[src/rtl/etc_pkg.sv]
package etc_pkg;

    typedef enum logic [1:0] {
        ST_SEEK = 2'd0,
        ST_LOCK = 2'd1,
        ST_HOLD = 2'd2
    } trk_state_t;

endpackage

[src/rtl/etc_sync.sv]
module etc_sync #(
    parameter int STAGES = 2
) (
    input  logic clk,
    input  logic rst_n,
    input  logic d,
    output logic q
);
    logic [STAGES-1:0] chain;

    for (genvar i = 0; i < STAGES; i++) begin : g_stage
        if (i == 0) begin : g_first
            always_ff @(posedge clk or negedge rst_n) begin
                if (!rst_n) chain[0] <= 1'b0;
                else        chain[0] <= d;
            end
        end else begin : g_next
            always_ff @(posedge clk or negedge rst_n) begin
                if (!rst_n) chain[i] <= 1'b0;
                else        chain[i] <= chain[i-1];
            end
        end
    end

    assign q = chain[STAGES-1];
endmodule

[src/rtl/etc_edge.sv]
module etc_edge (
    input  logic clk,
    input  logic rst_n,
    input  logic lvl,
    output logic edge_hit
);
    logic prev_q;

    always_ff @(posedge clk or negedge rst_n) begin
        if (!rst_n) prev_q <= 1'b0;
        else        prev_q <= lvl;
    end

    assign edge_hit = lvl ^ prev_q;
endmodule

[src/rtl/etc_phase_fsm.sv]
module etc_phase_fsm
    import etc_pkg::*;
#(
    parameter int OSR          = 5,
    parameter int SAMPLE_PHASE = 2,
    parameter int MIN_GAP      = 3
) (
    input  logic clk,
    input  logic rst_n,
    input  logic edge_hit,
    output logic take
);
    localparam int CW        = (OSR > 1) ? $clog2(OSR) : 1;
    localparam int HW        = $clog2(MIN_GAP) + 1;
    localparam logic [CW-1:0] PH_VAL   = CW'(SAMPLE_PHASE);
    localparam logic [CW-1:0] WRAP_VAL = CW'(OSR - 1);
    localparam logic [HW-1:0] HOLD_END = HW'(MIN_GAP - 2);

    trk_state_t    state_q, state_d;
    logic [CW-1:0] cnt_q, cnt_d;
    logic [HW-1:0] hold_q, hold_d;

    // state register
    always_ff @(posedge clk or negedge rst_n) begin
        if (!rst_n) begin
            state_q <= ST_SEEK;
            cnt_q   <= '0;
            hold_q  <= '0;
        end else begin
            state_q <= state_d;
            cnt_q   <= cnt_d;
            hold_q  <= hold_d;
        end
    end

    // phase counter: restarts on every edge, wraps once per bit
    always_comb begin
        if (edge_hit)             cnt_d = CW'(1);
        else if (cnt_q == WRAP_VAL) cnt_d = '0;
        else                      cnt_d = cnt_q + CW'(1);
    end

    // guard window counter
    always_comb begin
        if (state_q == ST_HOLD) hold_d = hold_q + HW'(1);
        else                    hold_d = '0;
    end

    // next state and emission decision
    always_comb begin
        state_d = state_q;
        take    = 1'b0;
        unique case (state_q)
            ST_SEEK: begin
                if (edge_hit) state_d = ST_LOCK;
            end
            ST_LOCK: begin
                if (!edge_hit && cnt_q == PH_VAL) begin
                    take    = 1'b1;
                    state_d = ST_HOLD;
                end
            end
            ST_HOLD: begin
                if (hold_q == HOLD_END) state_d = ST_LOCK;
            end
            default: state_d = ST_SEEK;
        endcase
    end
endmodule

[src/rtl/etc_bit_reg.sv]
module etc_bit_reg (
    input  logic clk,
    input  logic rst_n,
    input  logic take,
    input  logic lvl,
    output logic bit_out,
    output logic bit_valid
);
    // output process: value and strobe leave together
    always_ff @(posedge clk or negedge rst_n) begin
        if (!rst_n) begin
            bit_out   <= 1'b0;
            bit_valid <= 1'b0;
        end else begin
            bit_valid <= take;
            if (take) bit_out <= lvl;
        end
    end
endmodule

[src/rtl/edge_track_cdr.sv]
module edge_track_cdr #(
    parameter int OSR          = 5,
    parameter int SAMPLE_PHASE = 2,
    parameter int MIN_GAP      = 3,
    parameter int SYNC_STAGES  = 2
) (
    input  logic clk,
    input  logic rst_n,
    input  logic rx_line,
    output logic bit_out,
    output logic bit_valid
);
    logic lvl_s;
    logic edge_s;
    logic take_s;

    etc_sync #(.STAGES(SYNC_STAGES)) u_sync (
        .clk   (clk),
        .rst_n (rst_n),
        .d     (rx_line),
        .q     (lvl_s)
    );

    etc_edge u_edge (
        .clk      (clk),
        .rst_n    (rst_n),
        .lvl      (lvl_s),
        .edge_hit (edge_s)
    );

    etc_phase_fsm #(
        .OSR          (OSR),
        .SAMPLE_PHASE (SAMPLE_PHASE),
        .MIN_GAP      (MIN_GAP)
    ) u_fsm (
        .clk      (clk),
        .rst_n    (rst_n),
        .edge_hit (edge_s),
        .take     (take_s)
    );

    etc_bit_reg u_out (
        .clk       (clk),
        .rst_n     (rst_n),
        .take      (take_s),
        .lvl       (lvl_s),
        .bit_out   (bit_out),
        .bit_valid (bit_valid)
    );
endmodule

[config.mk]
export PLATFORM = sky130hd
export DESIGN_NAME = edge_track_cdr
export DESIGN_NICKNAME = d
export VERILOG_FILES = /design/src/rtl/etc_pkg.sv /design/src/rtl/etc_sync.sv /design/src/rtl/etc_edge.sv /design/src/rtl/etc_phase_fsm.sv /design/src/rtl/etc_bit_reg.sv /design/src/rtl/edge_track_cdr.sv
export SDC_FILE = /design/constraint.sdc
export NUM_CORES = 1
export LEC_CHECK = 0
export ABC_AREA = 1
export BUFFER_PORTS_ARGS = -buffer_cell sky130_fd_sc_hd__clkbuf_2
export CELL_PAD_IN_SITES_DETAIL_PLACEMENT = 2
export CELL_PAD_IN_SITES_GLOBAL_PLACEMENT = 2
export CORE_ASPECT_RATIO = 0.9
export CORE_MARGIN = 10
export CORE_UTILIZATION = 30
export DETAILED_ROUTE_END_ITERATION = 7
export PLACE_DENSITY_LB_ADDON = 0.1
export SLEW_MARGIN = 20
export SYNTH_ARGS = -nofsm -noshare
export SYNTH_HDL_FRONTEND = slang
export SYNTH_HIERARCHICAL = 1
export SYNTH_SLANG_ARGS = --single-unit
export TNS_END_PERCENT = 30
[constraint.sdc]
create_clock -name clk -period 1 [get_ports clk]
set_input_delay 0.1 -clock clk [delete_from_list [all_inputs] [get_ports clk]]
set_output_delay 0.1 -clock clk [all_outputs]
set_load 0.02 [all_outputs]
Yosys cells after proc, flatten, opt, wreduce, memory -nomap -nowiden --
Index checks and enable logic that the tools add are counted.
Word-level totals: register bits after elaboration 13, input bits 3, output and inout bits 2, logic and storage cells 32
Cells by class: $add $sub $neg 2, equality and inequality tests 8, mux-type cells 9, bitwise logic cells 1, reduce and logical (&&, ||, !) cells 4
Operators by type and width (number):
- 2-to-1 mux 3 bit | 3
- adder 3 x 1 -> 3 bit (second input constant) | 2
- 2-to-1 mux 2 bit | 3
- one-hot mux 2 bit (3 select lines) | 1
- inequality test 2 x 1 -> 1 bit (second input constant) | 2
- equality test 3 x 1 -> 1 bit (second input constant) | 1
- equality test 3 x 2 -> 1 bit (second input constant) | 1
- equality test 3 bit (second input constant) | 1
- AND reduction 3 bit | 1
- equality test 2 x 1 -> 1 bit (second input constant) | 1
- equality test 2 bit (second input constant) | 1
- zero test 2 bit | 1
- 2-to-1 mux 1 bit | 2
- inequality test 2 bit (second input constant) | 1
- logical AND 1 bit | 1
- zero test 1 bit | 1
- bitwise XOR 1 bit | 1

Logic depth before layout (Yosys ltp) --
Gate-level depths: netlist (run 1).
depth after elaboration 5, gate-level depth with buffers 9, depth with buffers taken out 9

By module --
The synthesis (run 1) kept the hierarchy.
Modules (own cells, without submodules):
- etc_phase_fsm | times used 1, cells each 45, area an instance 405.4 µm², sequential area each 200.2 µm²
- etc_bit_reg | times used 1, cells each 6, area an instance 65.1 µm², sequential area each 50.0 µm²
- etc_sync | times used 1, cells each 2, area an instance 50.0 µm², sequential area each 50.0 µm²
- etc_edge | times used 1, cells each 6, area an instance 43.8 µm², sequential area each 25.0 µm²

Worst setup path before layout (run 1) --
Ideal clock, no wire load.
path kind reg-to-reg, from register u_sync.chain[1], in the netlist u_sync/q, to register u_out.bit_out, setup time 0.117 ns, arrival time 0.955 ns, required time 0.883 ns, setup slack -0.073 ns, cell stages (with the launch flop) 9, buffers on the path 0, period minus slack after synthesis 1.073 ns, cell sequence dfrtp_1 -> nand2_1 -> nand2_1 -> nor2_1 -> nand2_2 -> nor2_1 -> inv_1 -> nand2_1 -> nand2_1
On the way: longest elaborated chain between the ends 5
Ends and longest elaborated chain:
- start, declared | line etc_sync.sv:9 | logic [STAGES-1:0] chain;
- start signal, assigned by index | line etc_sync.sv:20 | else chain[i] <= chain[i-1];
- bitwise XOR 1 bit | line etc_edge.sv:14 | assign edge_hit = lvl ^ prev_q;
- via edge_s | line edge_track_cdr.sv:14 | logic edge_s;
- zero test 1 bit | line etc_phase_fsm.sv:58 | if (!edge_hit && cnt_q == PH_VAL) begin
- logical AND 1 bit | line etc_phase_fsm.sv:58
- 2-to-1 mux 1 bit | line etc_phase_fsm.sv:58
- 2-to-1 mux 1 bit | line etc_phase_fsm.sv:53 | unique case (state_q)
- via take_s | line edge_track_cdr.sv:15 | logic take_s;
- end signal, assigned | line etc_bit_reg.sv:16 | if (take) bit_out <= lvl;
- end, declared | line etc_bit_reg.sv:6 | output logic bit_out,
The timed path passes the listed nets, and every way through them passes these cells. A chain may end at the register's enable or synchronous reset.

Final worst setup path (run 1) --
Ends and elaborated chain as after synthesis.

==> results.yml, run 1 <==
outcome:
  status: "complete, but fails checks"
  violations: "setup timing"
pwr:
  clockPowerShare_pct: 22.6
  finalPower_mw: 1.432
  p_sw_share_pct: 32.96
  pwr_density_cell_nw_per_um2: 1904
  sequentialPowerShare_pct: 47.8
  p_switching_uw: 471.9
  internal_power_uw: 959.8
  max-vdd-ir-drop_v: 0.001231
  p_leak_nw: 0.3916
  combPwrFrac_pct: 29.6
yosys:
  syn_inst: 59
  yosys-top-cells-count: "nand2_1, dfrtp_1, inv_1"
  yosysTopAreaCell: "dfrtp_1"
  ys.flop_type: "dfrtp_1"
  synthArstFlopShare_pct: 100.0
  yosysMostFrequentCell: "nand2_1"
  synth_top_area_share_pct: 57.65
  synth.area.top_cells: "dfrtp_1, ha_1, nand2_1"
  syn-mean-instance-area_sq_um: 9.564
  synth_seq_area_share_pct: 57.65
  syn_nets: 67
  synth.distinct_cells: 10
  synth-seq-cells: 13
  synth_edf_count: 0
  syn-cell-area_sq_um: 564.3
  yosys_warnings: 6
timing:
  relSlewSlack_pct: 77.67
  drv_slew: 0
  worst_slack_ns: -0.1089
  period_minus_slack_ns: 1.109
  worst_slew_pin_slew_ns: 0.3350
  rsz0062_at_grt: "yes"
  setup_tns_ns: -0.2535
  hold_viol: 0
  clock_skew_ns: 0.008106
  fin_crit_sh_pct: 110.9
  finalSetupViolCount: 4
  max_freq_ghz: 0.9018
place:
  gp_congestion: 0.6816
  post-place-ws_ns: -0.1280
  io_buffers: 4
  dp_hpwl_microns: 882.4
critical_path:
  path_buf_inv: 2
  crit_path_top_delay_cell: "dfrtp_1"
  required_ns: 1.17
  ff2ff_path_depth: 9
  r2r-end: "u_out/bit_out"
  crit_family: "simple AND/OR/NAND/NOR gates"
  regToRegStartpoint: "u_sync/q"
  arrival_ns: 1.28
  cp_common_cell: "nand2_2"
  crit_type: "flip-flop to flip-flop"
  cp.depth: 9
  crit_fanout: 3
  start_kind: "flip-flop"
  slowest_delay_ns: 0.38
  endpoint_kind: "flip-flop"
  crit_chain: "inv_1, nand2_2, nand2_2, nor2_2, nand2_2, nor2_4, inv_1, nand2_1, nand2_1"
  rrSetupSlack_ns: -0.11
detailed_routing:
  via_per_inst: 4.208
  dr_wl_met2_microns: 545
  drc: 0
  ant_nets: 0
  wl_met3_microns: 84
  totalWireLength_microns: 1178
  drt-met1-wl_microns: 534
  wl_per_cell_microns: 11.66
  first_iter_violations: 14
  first_pass_iters: 2
  routed.top_layer: "met4"
  vias: 425
cts:
  cts-root-buf: "clkbuf_4"
  clock_latency_ns: 0.28
  htree_levels: 1
  cts_num_sinks: 13
  tritoncts: "built"
  path_clk_slew_ns: 0.08
  cts_max_path_buffers: 2
  cts_buffers: 3
global_route:
  antenna_found_initial: 0
  grt_max_degree: 14
  track_usage_pct: 7.329
  grt_pass1_wl_microns: 2152
  grt_pass1_vias: 452
  grt_overflow_total: 0
floorplanning:
  dieHeight_microns: 61.15
  core_region_area_sq_um: 1734
  dieArea_sq_um: 4018
  io_pins: 5
  rows: 14
  die_x_microns: 65.72
  start_util_pct: 32.54
layout:
  layout-drive-gt1-share_pct: 33.77
  n_antenna_cell: 0
  utilization_pct: 43.36
  areaGrowthSynthToFinish_pct: 33.26
  fin_nets: 86
worst_hold_path:
  hold_path_class: "input port to async pin"
flow_run:
  maxCapViolCount: 0
[final cells by class]
type / instances / area (sq um)
clock buffers: 4 / 26.28
inverters: 12 / 45.04
fillers: 198 / 982.2
multi-input cells: 34 / 221.5
well taps: 24 / 30.03
flip-flops and latches: 13 / 325.3
repair buffers: 14 / 103.9
[placed cells by master (no fill, tap or decap), types with 2 or more instances in the layout]
master	Yosys	final
inv_2	0	3
nand2_2	1	3
nand3_1	2	2
clkbuf_2	0	4
clkbuf_4	0	3
inv_1	12	9
xnor2_1	2	2
nand2_1	15	13
dlygate4sd3_1	0	2
dfrtp_1	13	13
nor2_1	7	5
ha_1	5	4
nor2_2	1	2
buf_4	0	7
[logic make-up after synthesis]
| kind of cell | count (synthesis) | share of synthesized area, % |
|---|---|---|
| AND/OR/NAND/NOR | 26 | 18.63 |
| flip-flops | 13 | 57.65 |
| AO/OA/AOI/OAI | 1 | 1.552 |
| XOR/XNOR | 2 | 3.105 |
| adder cells (fa/ha/maj) | 5 | 11.09 |
| buffers and inverters | 12 | 7.982 |
[stage by stage]
| step | std cells | hold slack (ns) | area, sq um |
|---|---|---|---|
| CTS | 101 | 0.2515 | 745.7 |
| detailed placement | 94 | 0.01807 | 669.4 |
| global route | 101 | 0.2744 | 752.0 |
| global placement | 94 | 0.01978 | 669.4 |
| finish | 101 | 0.2470 | 752.0 |
| floorplan | 59 | -0.1956 | 566.8 |
[power by group through the flow]
stage	sequential [mW]	clock [mW]	combinational, mW
floorplan	0.709	0	0.199
global placement	0.690	0	0.370
detailed placement	0.695	0	0.381
CTS	0.688	0.348	0.423
global route	0.702	0.380	0.491
finish	0.685	0.323	0.424
[how the worst max path moves through the flow]
stage,end,slack [ns],startpoint
floorplan,u_out/bit_out,-0.04,u_sync/q
global placement,u_out/bit_out,-0.06,u_sync/q
detailed placement,u_out/bit_out,-0.13,u_sync/q
CTS,u_fsm/state_q[0],-0.12,u_sync/q
global route,u_out/bit_out,-0.21,u_sync/q
finish,u_out/bit_out,-0.11,u_sync/q
[sequential cells by signal, summed over array words and instances (netlist names)]
signal and flops:
u_edge/prev_q 1, u_fsm/cnt_q 3, u_fsm/hold_q 3, u_fsm/state_q 2, u_out/bit_out 1, u_out/bit_valid 1
u_sync/chain 1, u_sync/q 1
[routing by layer]
layer  vias up  track usage, %
met5         -               0
met4         0           2.744
met3         2           4.719
met2         8           11.16
met1       206           8.108
li1        209               -
[repair_timing]
item | 4_1_cts | 5_1_grt
hold endpoints to repair | 14 | 0
pin swaps | 2 | 4
hold buffers | 2 | 0
gates resized for setup | 5 | 4
endpoints found under the setup margin | 5 | 8
buffers inserted | 1 | 0
No activity file was read; power rests on OpenSTA's default activity.
==> inputs of run 2 (changes only) <==
--- a/config.mk
+++ b/config.mk
@@ -5,13 +5,11 @@
 export SDC_FILE = /design/constraint.sdc
 export NUM_CORES = 1
 export LEC_CHECK = 0
-export ABC_AREA = 1
 export BUFFER_PORTS_ARGS = -buffer_cell sky130_fd_sc_hd__clkbuf_2
 export CELL_PAD_IN_SITES_DETAIL_PLACEMENT = 2
 export CELL_PAD_IN_SITES_GLOBAL_PLACEMENT = 2
-export CORE_ASPECT_RATIO = 0.9
 export CORE_MARGIN = 10
-export CORE_UTILIZATION = 30
+export CORE_UTILIZATION = 33
 export DETAILED_ROUTE_END_ITERATION = 7
 export PLACE_DENSITY_LB_ADDON = 0.1
 export SLEW_MARGIN = 20
==> results.yml, run 2 <==
outcome:
  status: "complete, but fails checks"
  violations: "setup timing"
floorplanning:
  rows: 14
  dieArea_sq_um: 3680
  core_region_area_sq_um: 1541
  io_pins: 5
  die_x_microns: 60.66
  start_util_pct: 35.39
  dieHeight_microns: 60.66
timing:
  worst_slew_pin_slew_ns: 0.3260
  fin_hold_ws_ns: 0.2261
  finalSetupViolCount: 8
  hold_viol: 0
  period_minus_slack_ns: 1.518
  fin_crit_sh_pct: 151.8
  rsz0062_at_grt: "yes"
  clock_skew_ns: 0.01186
  setup_tns_ns: -2.314
  relSlewSlack_pct: 78.26
  max_freq_ghz: 0.6589
  drv_slew: 0
  worst_slack_ns: -0.5176
cts:
  cts_num_sinks: 13
  cts-root-buf: "clkbuf_4"
  htree_levels: 1
  cts_buffers: 3
  path_clk_slew_ns: 0.09
  cts_max_path_buffers: 2
  tritoncts: "built"
  clock_latency_ns: 0.29
detailed_routing:
  vias: 382
  totalWireLength_microns: 1267
  dr_wl_met2_microns: 721
  wl_per_cell_microns: 16.24
  first_iter_violations: 2
  via_per_inst: 4.897
  drc: 0
  first_pass_iters: 3
  wl_met3_microns: 55
  ant_nets: 0
  drt-met1-wl_microns: 446
  routed.top_layer: "met4"
yosys:
  synth_seq_area_share_pct: 59.63
  synth.distinct_cells: 16
  synthArstFlopShare_pct: 100.0
  syn-mean-instance-area_sq_um: 12.99
  syn-cell-area_sq_um: 545.5
  syn_inst: 42
  synth.area.top_cells: "dfrtp_1, ha_1, nand2b_1"
  syn_nets: 50
  synth_top_area_share_pct: 59.63
  yosys-top-cells-count: "dfrtp_1, ha_1, nor2_1"
  yosysTopAreaCell: "dfrtp_1"
  yosysMostFrequentCell: "dfrtp_1"
  synth-seq-cells: 13
  ys.flop_type: "dfrtp_1"
  synth_edf_count: 0
  yosys_warnings: 6
layout:
  fin_nets: 71
  reg_top3: "u_fsm/cnt_q (3), u_fsm/hold_q (3), u_fsm/state_q (2)"
  utilization_pct: 49.35
  areaGrowthSynthToFinish_pct: 39.45
  final_common_cell: "dfrtp_1"
  layout.cells.non_filler: 78
  layout-drive-gt1-share_pct: 48.39
  layout_common_cells: "dfrtp_1, buf_4, clkbuf_2"
  n_antenna_cell: 0
  nFillCells: 156
critical_path:
  crit_type: "flip-flop to flip-flop"
  ff2ff_path_depth: 5
  arrival_ns: 1.70
  endpoint_kind: "flip-flop"
  start_kind: "flip-flop"
  required_ns: 1.18
  crit_fanout: 2
global_route:
  grt_pass1_vias: 460
  grt_max_degree: 14
  grt_pass1_wl_microns: 2159
  antenna_found_initial: 0
  grt_overflow_total: 0
  track_usage_pct: 8.351
pwr:
  finalPower_mw: 1.425
  pwr_density_cell_nw_per_um2: 1873
  max-vdd-ir-drop_v: 0.001131
  p_leak_nw: 0.3678
place:
  placed_cells: 71
  dp_hpwl_microns: 950.3
  gp_congestion: 0.7653
  io_buffers: 4
worst_hold_path:
  hold_path_class: "input port to async pin"
flow_run:
  maxCapViolCount: 0
==> run 2: layout make-up <==
cell class	count	area [sq um]	area share, %
Tap cell	16	20.02	2.632
Clock inverter	1	5.005	0.6579
Timing Repair Buffer	16	122.6	16.12
Sequential cell	13	325.3	42.76
Multi-Input combinational cell	26	254.0	33.39
Inverter	3	11.26	1.480
Clock buffer	3	22.52	2.961
==> run 2: critical path, stage by stage, from the launching register on <==
cell and delay, ns:
dfrtp_1 0.41, inv_2 0.08, ha_4 0.12, or3b_4 0.39, nor2_4 0.11, mux2_4 0.30
==> run 2: report_power, final <==
group / internal (mW) / total (mW) / switching [mW]
combinational: 0.237 / 0.436 / 0.199
clock: 0.149 / 0.337 / 0.188
sequential: 0.598 / 0.652 / 0.0543
total: 0.983 / 1.42 / 0.441
==> run 2: what timing repair did <==
item	in CTS	in global routing
hold endpoints to repair	14	0
setup buffers	1	0
pin swaps	3	1
hold buffers	2	0
gates resized for setup	11	1
setup endpoints to repair	8	8
==> run 2: layer usage <==
metal	vias to the layer above	global-route usage (%)
li1	178	-
met1	194	8.454
met2	6	13.54
met3	4	3.132
met4	0	6.583
met5	-	0
==> run 2: through the flow <==
stage | setup WS [ns] | area [sq um]
3_3_place_gp | -0.4631 | 660.6
2_1_floorplan | -0.4702 | 553.0
4_1_cts | -0.5380 | 758.2
3_5_place_dp | -0.5368 | 660.6
5_1_grt | -0.5747 | 760.7
6_report | -0.5176 | 760.7
==> run 2: final timing paths <==
check,from,endpoint,slack [ns]
setup / recovery,u_fsm/cnt_q[0],u_out/bit_out,-0.52
hold / removal,rst_n,u_out/bit_out,0.23
min in group clk,u_sync/chain[0],u_sync/q,0.37
max in group asynchronous,rst_n,u_fsm/state_q[1],0.52
hold reg to reg,u_sync/chain[0],u_sync/q,0.37
setup reg to reg,u_fsm/cnt_q[0],u_out/bit_out,-0.52
==> run 2: cell families (layout without fill, tap and decap cells) <==
logic type,Yosys count,in the layout,share of synthesized area [%]
AO/OA/AOI/OAI,5,5,6.423
XOR/XNOR,2,2,3.212
adder cells (fa/ha/maj),5,5,11.47
buffers and inverters,3,23,2.064
flip-flops,13,13,59.63
multiplexers,1,1,2.751
AND/OR/NAND/NOR,13,13,14.45
==> inputs of run 3 (changes only) <==
--- a/config.mk
+++ b/config.mk
@@ -6,12 +6,9 @@
 export NUM_CORES = 1
 export LEC_CHECK = 0
 export BUFFER_PORTS_ARGS = -buffer_cell sky130_fd_sc_hd__clkbuf_2
-export CELL_PAD_IN_SITES_DETAIL_PLACEMENT = 2
-export CELL_PAD_IN_SITES_GLOBAL_PLACEMENT = 2
-export CORE_MARGIN = 10
-export CORE_UTILIZATION = 33
+export CORE_AREA = 10 10 47 49
 export DETAILED_ROUTE_END_ITERATION = 7
-export PLACE_DENSITY_LB_ADDON = 0.1
+export DIE_AREA = 0 0 57 59
 export SLEW_MARGIN = 20
 export SYNTH_ARGS = -nofsm -noshare
 export SYNTH_HDL_FRONTEND = slang
==> results.yml, run 3 (synthesized netlist as in run 2, its figures left out) <==
cts:
  cts_num_sinks: 13
  cts-root-buf: "clkbuf_4"
  clock_latency_ns: 0.27
  tritoncts: "built"
  cts_buffers: 3
  htree_levels: 1
  cts_max_path_buffers: 2
  path_clk_slew_ns: 0.08
place:
  io_buffers: 4
  dp_hpwl_microns: 672
  gp_congestion: 0.7121
  placed_area_sq_um: 675.6
  post-place-ws_ns: -0.4899
critical_path:
  crit_path_top_delay_cell: "dfrtp_1"
  crit_family: "simple AND/OR/NAND/NOR gates"
  start_kind: "flip-flop"
  required_ns: 1.15
  crit_chain: "inv_2, ha_1, or3b_4, nor2_4, mux2_4"
  regToRegStartpoint: "u_fsm/cnt_q[0]"
  endpoint_kind: "flip-flop"
  ff2ff_path_depth: 5
  r2r-end: "u_out/bit_out"
  slowest_delay_ns: 0.40
  arrival_ns: 1.64
  path_buf_inv: 1
  crit_type: "flip-flop to flip-flop"
  crit_fanout: 2
  rrSetupSlack_ns: -0.49
detailed_routing:
  first_iter_violations: 7
  first_pass_iters: 4
  ant_nets: 0
  via_per_inst: 4.300
  totalWireLength_microns: 876
  drc: 0
  vias: 344
  wl_per_cell_microns: 10.95
timing:
  fin_crit_sh_pct: 148.8
  finalSetupViolCount: 7
  drv_slew: 0
  clock_skew_ns: 0.004500
  worst_slew_pin_slew_ns: 0.3074
  worst_slack_ns: -0.4876
  rsz0062_at_grt: "yes"
  period_minus_slack_ns: 1.488
  relSlewSlack_pct: 79.50
  hold_viol: 0
  max_freq_ghz: 0.6722
flow_run:
  maxCapViolCount: 0
layout:
  fin_nets: 73
  final_common_cell: "dfrtp_1"
  n_antenna_cell: 0
  layout-drive-gt1-share_pct: 45.31
  nFillCells: 121
  layout_common_cells: "dfrtp_1, buf_4, clkbuf_2, ha_1"
  stdcell_area_sq_um: 754.5
  reg_top3: "u_fsm/cnt_q (3), u_fsm/hold_q (3), u_fsm/state_q (2)"
  multi_input_area_sq_um: 239.0
  seqCellArea_sq_um: 325.3
  areaGrowthSynthToFinish_pct: 38.30
floorplanning:
  dieArea_sq_um: 3363
  die_x_microns: 57
  dieHeight_microns: 59
  core_region_area_sq_um: 1401
  start_util_pct: 38.93
  io_pins: 5
  rows: 14
global_route:
  antenna_found_initial: 0
  grt_max_degree: 14
  grt_pass1_vias: 393
  grt_overflow_total: 0
  grt_pass1_wl_microns: 1573
  track_usage_pct: 5.859
pwr:
  pwr_density_cell_nw_per_um2: 1818
  finalPower_mw: 1.371
  max-vdd-ir-drop_v: 0.0009767
  p_leak_nw: 0.3757
outcome:
  status: "complete, but fails checks"
  violations: "setup timing"
worst_hold_path:
  hold_path_class: "input port to async pin"
==> run 3: area by class of cell <==
class / count / area share (%)
Clock buffer: 4 / 3.483
Inverter: 3 / 1.824
Multi-Input combinational cell: 26 / 31.67
Sequential cell: 13 / 43.12
Tap cell: 16 / 2.653
Timing Repair Buffer: 18 / 17.25
==> run 3: per-stage QoR <==
step	setup TNS [ns]	util (%)	hold WS [ns]	cells
after floorplan	-1.226	-	-0.1956	42
after global routing	-2.410	53.84	0.2889	80
final	-1.951	53.84	0.2452	80
after global placement	-1.739	48.21	0.007003	73
after detailed placement	-1.880	48.21	0.009412	73
after CTS	-2.018	52.14	0.2502	79
==> run 3: timing repair <==
item                       CTS  global route
buffers inserted             0             1
pin swaps                    0             1
gates resized for setup      2             5
setup endpoints to repair    8             8
hold endpoints to repair    14             0
hold buffers                 2             0
gates cloned                 0             0
==> run 3: metal layers <==
layer / track usage [%] / up-vias / share of wire (%)
li1: - / 184 / -
met1: 6.380 / 155 / 47
met2: 9.302 / 3 / 48
met3: 2.146 / 2 / 3.7
met4: 4.027 / 0 / 1.3
met5: 0 / - / 0
==> run 3: report_power, final <==
group / switching [mW] / internal (mW) / total, mW
clock network: 0.160 / 0.154 / 0.315
logic: 0.181 / 0.238 / 0.419
registers: 0.0397 / 0.598 / 0.637
total: 0.381 / 0.990 / 1.37
==> run 3: worst max-delay path by stage <==
stage,startpoint,to,slack [ns],cells past startpoint
global placement,u_sync/q,u_out/bit_out,-0.46,4
detailed placement,u_fsm/cnt_q[0],u_out/bit_out,-0.49,5
global route,u_fsm/cnt_q[0],u_out/bit_out,-0.54,5
floorplan,u_fsm/cnt_q[0],u_out/bit_out,-0.47,5
finish,u_fsm/cnt_q[0],u_out/bit_out,-0.49,5
CTS,u_fsm/cnt_q[0],u_out/bit_out,-0.51,5
==> run 3: worst reg2reg max path: stages, from the launching register on <==
cell and delay [ns]:
dfrtp_1 0.40, inv_2 0.06, ha_1 0.13, or3b_4 0.39, nor2_4 0.10, mux2_4 0.29
